==> src/rtl/pi_reg_pkg.sv <==
package pi_reg_pkg;

    localparam int PI_FRAC_BITS = 12;
    localparam int PI_ACC_W     = 48;
    localparam int PI_ERR_W     = 24;
    localparam int PI_GAIN_W    = 16;
    localparam int PI_OUT_W     = 18;

    typedef enum logic [1:0] {
        CLAMP_NONE = 2'd0,
        CLAMP_LO   = 2'd1,
        CLAMP_HI   = 2'd2
    } clamp_e;

    // Integrator update decision for one sample.
    function automatic logic keep_candidate(input clamp_e dir, input logic aw,
                                            input logic cand_gt, input logic cand_lt);
        case (dir)
            CLAMP_LO: keep_candidate = !aw || cand_gt;
            CLAMP_HI: keep_candidate = !aw || cand_lt;
            default:  keep_candidate = 1'b1;
        endcase
    endfunction

endpackage

==> src/rtl/pi_mac.sv <==
module pi_mac
    import pi_reg_pkg::*;
#(
    parameter int ERR_W  = PI_ERR_W,
    parameter int GAIN_W = PI_GAIN_W,
    parameter int OUT_W  = PI_OUT_W,
    parameter int ACC_W  = PI_ACC_W,
    parameter int FRAC   = PI_FRAC_BITS
) (
    input  logic signed [ACC_W-1:0]  integ_i,
    input  logic signed [ERR_W-1:0]  err_i,
    input  logic signed [GAIN_W-1:0] kp_i,
    input  logic signed [GAIN_W-1:0] ki_i,
    input  logic signed [OUT_W-1:0]  bias_i,
    output logic signed [ACC_W-1:0]  cand_o,
    output logic signed [ACC_W-1:0]  raw_o
);
    localparam int ERR_PAD  = ACC_W - ERR_W;
    localparam int GAIN_PAD = ACC_W - GAIN_W;
    localparam int OUT_PAD  = ACC_W - OUT_W;

    logic signed [ACC_W-1:0] err_x, kp_x, ki_x, bias_x;
    logic signed [ACC_W-1:0] prod_i, prod_p, sum;

    always_comb begin
        err_x  = signed'({{ERR_PAD{err_i[ERR_W-1]}}, err_i});
        kp_x   = signed'({{GAIN_PAD{kp_i[GAIN_W-1]}}, kp_i});
        ki_x   = signed'({{GAIN_PAD{ki_i[GAIN_W-1]}}, ki_i});
        bias_x = signed'({{OUT_PAD{bias_i[OUT_W-1]}}, bias_i});
        cand_o = integ_i + err_x;
        prod_i = cand_o * ki_x;
        prod_p = err_x * kp_x;
        sum    = prod_i + prod_p;
        raw_o  = (sum >>> FRAC) + bias_x;
    end

endmodule

==> src/rtl/pi_clamp.sv <==
module pi_clamp
    import pi_reg_pkg::*;
#(
    parameter int OUT_W = PI_OUT_W,
    parameter int ACC_W = PI_ACC_W
) (
    input  logic signed [ACC_W-1:0] raw_i,
    input  logic signed [ACC_W-1:0] cand_i,
    input  logic signed [ACC_W-1:0] integ_i,
    input  logic signed [OUT_W-1:0] y_min_i,
    input  logic signed [OUT_W-1:0] y_max_i,
    input  logic                    aw_i,
    output logic signed [OUT_W-1:0] y_o,
    output clamp_e                  dir_o,
    output logic                    keep_o
);
    localparam int OUT_PAD = ACC_W - OUT_W;

    logic signed [ACC_W-1:0] lo_x, hi_x;

    always_comb begin
        lo_x = signed'({{OUT_PAD{y_min_i[OUT_W-1]}}, y_min_i});
        hi_x = signed'({{OUT_PAD{y_max_i[OUT_W-1]}}, y_max_i});
        if (raw_i < lo_x) begin
            dir_o = CLAMP_LO;
            y_o   = y_min_i;
        end else if (raw_i > hi_x) begin
            dir_o = CLAMP_HI;
            y_o   = y_max_i;
        end else begin
            dir_o = CLAMP_NONE;
            y_o   = raw_i[OUT_W-1:0];
        end
        keep_o = keep_candidate(dir_o, aw_i, cand_i > integ_i, cand_i < integ_i);
    end

endmodule

==> src/rtl/pi_loop_reg.sv <==
module pi_loop_reg
    import pi_reg_pkg::*;
#(
    parameter int ERR_W  = PI_ERR_W,
    parameter int GAIN_W = PI_GAIN_W,
    parameter int OUT_W  = PI_OUT_W,
    parameter int ACC_W  = PI_ACC_W,
    parameter int FRAC   = PI_FRAC_BITS
) (
    input  logic                     clk,
    input  logic                     rst,
    input  logic                     init_i,
    input  logic                     aw_en_i,
    input  logic signed [GAIN_W-1:0] kp_i,
    input  logic signed [GAIN_W-1:0] ki_i,
    input  logic signed [OUT_W-1:0]  bias_i,
    input  logic signed [OUT_W-1:0]  y_min_i,
    input  logic signed [OUT_W-1:0]  y_max_i,
    input  logic                     err_vld_i,
    input  logic signed [ERR_W-1:0]  err_i,
    output logic                     y_vld_o,
    output logic signed [OUT_W-1:0]  y_o
);
    logic signed [ACC_W-1:0] integ_q;
    logic signed [ACC_W-1:0] cand, raw;
    logic signed [OUT_W-1:0] y_c;
    logic signed [OUT_W-1:0] y_q;
    logic                    vld_q;
    clamp_e                  dir;
    logic                    keep;
    logic                    take;

    assign take = err_vld_i && !init_i;

    pi_mac #(
        .ERR_W(ERR_W), .GAIN_W(GAIN_W), .OUT_W(OUT_W), .ACC_W(ACC_W), .FRAC(FRAC)
    ) mac_i (
        .integ_i(integ_q), .err_i(err_i), .kp_i(kp_i), .ki_i(ki_i),
        .bias_i(bias_i), .cand_o(cand), .raw_o(raw)
    );

    pi_clamp #(
        .OUT_W(OUT_W), .ACC_W(ACC_W)
    ) clamp_i (
        .raw_i(raw), .cand_i(cand), .integ_i(integ_q), .y_min_i(y_min_i),
        .y_max_i(y_max_i), .aw_i(aw_en_i), .y_o(y_c), .dir_o(dir), .keep_o(keep)
    );

    always_ff @(posedge clk) begin
        if (rst) begin
            integ_q <= '0;
            y_q     <= '0;
            vld_q   <= 1'b0;
        end else begin
            vld_q <= take;
            if (init_i) begin
                integ_q <= '0;
            end else if (err_vld_i) begin
                y_q <= y_c;
                if (keep) begin
                    integ_q <= cand;
                end
            end
        end
    end

    assign y_o     = y_q;
    assign y_vld_o = vld_q;

endmodule

==> config.mk <==
export PLATFORM = sky130hd
export DESIGN_NAME = pi_loop_reg
export DESIGN_NICKNAME = d
export VERILOG_FILES = /design/src/rtl/pi_reg_pkg.sv /design/src/rtl/pi_mac.sv /design/src/rtl/pi_clamp.sv /design/src/rtl/pi_loop_reg.sv
export SDC_FILE = /design/constraint.sdc
export NUM_CORES = 2
export LEC_CHECK = 0
export BUFFER_PORTS_ARGS = -buffer_cell sky130_fd_sc_hd__buf_2
export CAP_MARGIN = 10
export CORE_UTILIZATION = 47
export CTS_BUF_LIST = sky130_fd_sc_hd__clkbuf_8
export DETAILED_ROUTE_END_ITERATION = 6
export RECOVER_POWER = 100
export SYNTH_ARGS = -nofsm -noshare
export SYNTH_HDL_FRONTEND = slang
export SYNTH_SLANG_ARGS = --single-unit
==> constraint.sdc <==
create_clock -name clk -period 23.1 [get_ports clk]
set_input_delay 4.62 -clock clk [delete_from_list [all_inputs] [get_ports clk]]
set_output_delay 4.62 -clock clk [all_outputs]
set_load 0.02 [all_outputs]
Yosys cells after proc, flatten, opt, wreduce, memory -nomap -nowiden
Index checks and enable logic that the tools add are counted.

word-level totals
  bits of input ports = 115
  register bits after elaboration = 67

operators by class
  multiplexer cells = 5
  reduce and logical (&&, ||, !) cells = 8
  bitwise operators = 1
  add/sub/neg operators = 3
  equality and inequality tests = 2
  multiply operators = 2
  $lt $le $gt $ge = 4

operators by type and width
  operator                                             number
  adder 48 x 24 -> 48 bit                              1
  adder 48 x 40 -> 48 bit                              1
  greater-than comparator 48 bit                       1
  less-than comparator 48 bit                          1
  multiplier 48 x 16 -> 48 bit                         1
  multiplier 24 x 16 -> 40 bit                         1
  adder 36 x 18 -> 37 bit                              1
  greater-than comparator 37 x 18 -> 1 bit             1
  less-than comparator 37 x 18 -> 1 bit                1
  2-to-1 mux 18 bit                                    2
  2-to-1 mux 2 bit                                     2
  AND reduction 2 bit                                  2
  equality test 2 x 1 -> 1 bit, second input constant  1
  equality test 2 bit, second input constant           1
  zero test 1 bit                                      2
  logical OR 1 bit                                     2
  case mux 1 bit (2 select lines)                      1
  OR reduction 2 bit                                   1
  logical AND 1 bit                                    1
  inverter 1 bit                                       1

Logic depth before layout (Yosys ltp)
  depth after elaboration = 10
  depth in mapped cells = 68
  gate-level depth less buffers = 65

Cells and area by module
From an unflattened synthesis, not the netlist that was laid out.

unflattened totals
  cells, all modules = 5157
  area total of the unflattened synthesis = 45149.6 um^2

by module, submodules not included
  module       seq. area each (um^2)  instances  cells an instance  area each (um^2)
  pi_mac       0.0                    1          4352               38973.6
  pi_clamp     0.0                    1          513                3822.4
  pi_loop_reg  1341.3                 1          292                2353.5

Least setup slack after synthesis
No wires, ideal clock.

  path kind = input port to flip-flop
  start point = input port err_i[1]
  end point = register integ_q[2]
  stages = 62
  path buffers = 4
  slack = 4.833 ns
  data required time = 22.972 ns
  data arrival time = 18.139 ns
  path through = clkbuf_1 inv_1 fa_1 nand2b_1 a21oi_1 o211ai_1 and2_1 nand2b_1 o21ai_0 xnor2_1 clkbuf_1 and2_1 fa_1 inv_1 fa_1 fa_1 fa_1 fa_1 [26 not listed] or3b_1 a41o_1 a31oi_1 nor2b_1 o21a_1 o41ai_1 xnor2_1 ha_1 nor2b_1 o21ai_0 nand3_1 o21ai_1 nor2_1 a311oi_1 buf_4 buf_6 mux2i_1 nor2_1

between the ends
  cells in the longest elaborated chain, start to end = 10
  elaborated cells on any way between the ends = 17
  classes of those cells = add/sub: 3; mul: 2; order compare: 4; eq/ne: 2; mux: 3; reduce/logical: 3

ends and longest elaborated chain
  what                                                                 line               RTL
  start: declaration                                                   pi_loop_reg.sv:20  input logic signed [ERR_W-1:0] err_i,
  adder 48 x 24 -> 48 bit (*)                                          pi_mac.sv:30       cand_o = integ_i + err_x;
  net cand[16]                                                         pi_loop_reg.sv:25  logic signed [ACC_W-1:0] cand, raw;
  multiplier 48 x 16 -> 48 bit                                         pi_mac.sv:31       prod_i = cand_o * ki_x;
  adder 48 x 40 -> 48 bit                                              pi_mac.sv:33       sum = prod_i + prod_p;
  adder 36 x 18 -> 37 bit                                              pi_mac.sv:34       raw_o = (sum >>> FRAC) + bias_x;
  greater-than comparator 37 x 18 -> 1 bit                             pi_clamp.sv:27     end else if (raw_i > hi_x) begin
  2-to-1 mux 2 bit                                                     pi_clamp.sv:27
  2-to-1 mux 2 bit                                                     pi_clamp.sv:24     if (raw_i < lo_x) begin
  equality test 2 bit or equality test 2 x 1 -> 1 bit (tied branches)  pi_reg_pkg.sv:18   case (dir)
  case mux 1 bit (2 select lines) (*)                                  pi_reg_pkg.sv:18
  AND reduction 2 bit (no source line) (*)                             -
  end signal: assignment                                               pi_loop_reg.sv:61  integ_q <= cand;
  end: declaration                                                     pi_loop_reg.sv:24  logic signed [ACC_W-1:0] integ_q;

The timed path passes the listed nets; every way through them passes the cells marked *.
A chain may end at the register's enable or synchronous reset.

Worst setup path after layout
  start point = input port err_i[0]
  end point = register integ_q[14]

between the ends
  cells in the longest elaborated chain, start to end = 10
  elaborated cells on any way between the ends = 17
  classes of those cells = add/sub: 3; mul: 2; order compare: 4; eq/ne: 2; mux: 3; reduce/logical: 3

ends and longest elaborated chain
  what                                                                 line
  adder 48 x 24 -> 48 bit                                              pi_mac.sv:30
  multiplier 48 x 16 -> 48 bit                                         pi_mac.sv:31
  adder 48 x 40 -> 48 bit                                              pi_mac.sv:33
  adder 36 x 18 -> 37 bit                                              pi_mac.sv:34
  greater-than comparator 37 x 18 -> 1 bit                             pi_clamp.sv:27
  2-to-1 mux 2 bit                                                     pi_clamp.sv:27
  2-to-1 mux 2 bit                                                     pi_clamp.sv:24
  equality test 2 bit or equality test 2 x 1 -> 1 bit (tied branches)  pi_reg_pkg.sv:18
  case mux 1 bit (2 select lines)                                      pi_reg_pkg.sv:18
  AND reduction 2 bit (no source line)                                 -

Parallel ways exist; a longest one is shown, timed or not.

==> key figures <==
Run
  – Max cap viols: 1

Timing
  – Final cycle utilization of the critical path: 90.92%
  – Worst Tran Pin Value: 1624 ps
  – Fmax: 0.04761 GHz
  – Max_slew headroom: -9.013%
  – Min Clock Period, post-route: 21000 ps
  – # setup viols final: 0
  – Final Max Slew Viols: 19
  – Clk_skew: 17.31 ps
  – Final hold vios: 0
  – TNS Setup: 0 ps
  – RSZ-0062 raised after global routing: no

CTS
  – Worst-skew pair later-pin latency: 380 ps
  – Post-cts resize count: 0
  – Num CTS Buffers: 9
  – # clock sinks: 67
  – TritonCTS clock tree: done
  – CTS Hold Buffers Added: 0
  – Root Buffer: clkbuf_8
  – Clock Tree Buf Depth: 2
  – Setup bufs post-CTS: 0
  – H-tree depth: 3
  – CTS clk-pin slew, worst paths: 80 ps

Global routing
  – Initial antenna violation count: 3
  – Total global routing overflow: 0
  – First-pass GRT wire length: 192.4 mm
  – Largest net degree at the start of global routing: 54
  – Vias in the first global route: 34950
  – Gr usage total: 26.10%

Cells and area
  – Nets: 6569
  – # fillers: 9091
  – Most common cell after layout, fill and taps aside: inv_1
  – Non-filler cells, final: 6282
  – Commonest non-fill, non-tap cells in the layout: inv_1 (1258), fa_1 (1021), nand2_1 (537)
  – Layout cells sized above 1: 4.377%
  – Area growth syn-to-layout: 4.614%

Floorplan
  – Die Y: 309.4 µm
  – IO Count: 134
  – Initial Util: 47.52%
  – Core ar.: 93470 µm²
  – Die Wd: 309.4 µm
  – Std-Cell Rows: 112
  – Die ar.: 95750 µm²

Setup path
  – CP Capture Point: integ_q[14]
  – CP Capture Type: register
  – Setup crit start: err_i[0]
  – Reg2Reg Depth: 60
  – Critical path depth: 61
  – Critical Path AT: 21210 ps
  – Crit path largest cell delay: 1250 ps
  – Crit-path most repeated cell: fa_1
  – CP max FO: 53
  – Largest delay share family, worst path: adder cells
  – Critical path class: in2reg
  – Slack of the worst reg-to-reg path: 6200 ps
  – Worst r2r src: integ_q[0]
  – Reg-to-reg endpoint: integ_q[14]
  – CP max stage cell: xnor2_1
  – Critical Path RT: 23310 ps
  – Critical path buffers and inverters: 8
  – Startpoint Class: input pin

Synthesis
  – Yosys cell types: 81
  – Syn_area_per_cell: 8.854 µm²
  – Ys flop type: dfxtp_1
  – Syn_nets: 6564
  – Post-synth EDFFs: 0
  – Post-synthesis sequential area ratio: 3.019%
  – Ys async rst share: 0%
  – Post-Syn Instances: 5017
  – Synthesized area: 44420 µm²
  – #FFs+latches synth: 67
  – Synth warn: 0

Placed design
  – DP Wirelength: 98.51 mm
  – # port buffers: 133
  – Routability congestion estimate: 0.9169
  – Placed Cells: 6265

Hold path
  – Hold Crit Class: reg2reg

Detailed routing
  – DRT Pass-1 Iters: 5
  – Routed Antenna Nets: 0
  – Vias per cell: 5.173
  – DRC: 0
  – Routed len/inst: 18.93 µm
  – DRT iter0 DRCs: 1775
  – Via count: 32500
  – Post-Route WL: 118.9 mm

Status
  – Failing checks: max-capacitance violations, max-slew violations
  – Outcome: finished with violations
[layout make-up]
class	instances	area, µm²	share of cell area (%)
multi-input combinational	3499	37620	80.96
inverter	1259	4726	10.17
tap	1254	1569	3.376
sequential	67	1341	2.886
timing repair buffer	186	1039	2.235
clock buffer	10	137.6	0.2962
clock inverter	5	30.03	0.06462
antenna	2	5.005	0.01077
[sequential cells by signal, indices dropped and copies added, names as in the netlist]
name	count
y_vld_o	1
integ_q	48
y_o	18
[per-stage QoR]
step                instance area [µm²]  setup WS, ps  hold slack, ps  utilization, %
finish                            46470          2098           454.4           49.72
global placement                  46330          2700           442.0           49.57
floorplan                         44420          4833           487.1               -
detailed placement                46330          2339           444.0           49.57
CTS                               46500          2701           454.3           49.75
global route                      46470          1038           476.0           49.71
[worst min path at each step]
stage	startpoint	to	cells past startpoint
4_1_cts	y_o[13]	y_o[13]	2
6_report	y_o[13]	y_o[13]	2
5_1_grt	y_o[16]	y_o[16]	2
2_1_floorplan	integ_q[10]	integ_q[10]	2
3_3_place_gp	y_o[13]	y_o[13]	2
3_5_place_dp	y_o[13]	y_o[13]	2
[cell usage after synthesis, types with 6 or more instances]
| library cell | n | area share (%) |
|---|---|---|
| a211oi_1 | 11 | 0.19 |
| a21o_1 | 93 | 1.6 |
| a21oi_1 | 145 | 1.6 |
| a31oi_1 | 7 | 0.099 |
| and2_1 | 499 | 7.0 |
| and3_1 | 9 | 0.13 |
| buf_6 | 6 | 0.15 |
| clkbuf_1 | 182 | 1.5 |
| dfxtp_1 | 67 | 3.0 |
| fa_1 | 1021 | 46 |
| ha_1 | 411 | 12 |
| inv_1 | 1258 | 11 |
| mux2i_1 | 44 | 0.99 |
| nand2_1 | 537 | 4.5 |
| nand2b_1 | 67 | 0.94 |
| nand3_1 | 29 | 0.33 |
| nand4_1 | 32 | 0.45 |
| nor2_1 | 136 | 1.1 |
| nor2b_1 | 55 | 0.77 |
| nor3_1 | 16 | 0.18 |
| o211ai_1 | 41 | 0.69 |
| o21a_1 | 25 | 0.42 |
| o21ai_0 | 62 | 0.70 |
| o21bai_1 | 17 | 0.29 |
| xnor2_1 | 101 | 2.0 |
| xor2_1 | 33 | 0.65 |
[metal layers]
layer / share of wire (%) / GRT usage [%] / routed length (µm)
met1: 42 / 33.02 / 49410
met2: 51 / 46.95 / 60740
met3: 4.1 / 2.589 / 4820
met4: 3.3 / 7.714 / 3951
met5: 0 / 0 / 0
[worst min-delay path, delay by kind of cell (launching register included)]
| kind | cells | cell delay (ps) |
|---|---|---|
| AO/OA/AOI/OAI | 1 | 50 |
| flip-flops | 1 | 310 |
| AND/OR/NAND/NOR | 1 | 50 |
[kinds of logic after synthesis]
kind of cell / Yosys count / share of synthesized area [%]
xor+xnor: 141 / 2.927
simple gates: 1413 / 16.07
flops: 67 / 3.019
fa+ha+maj: 1432 / 57.59
buf+inv: 1451 / 12.38
mux: 45 / 1.017
compound gates: 468 / 6.994
Power is left out: the tool's default activity adds up to more than one toggle a clock period on the data nets, which glitch-free logic cannot reach.
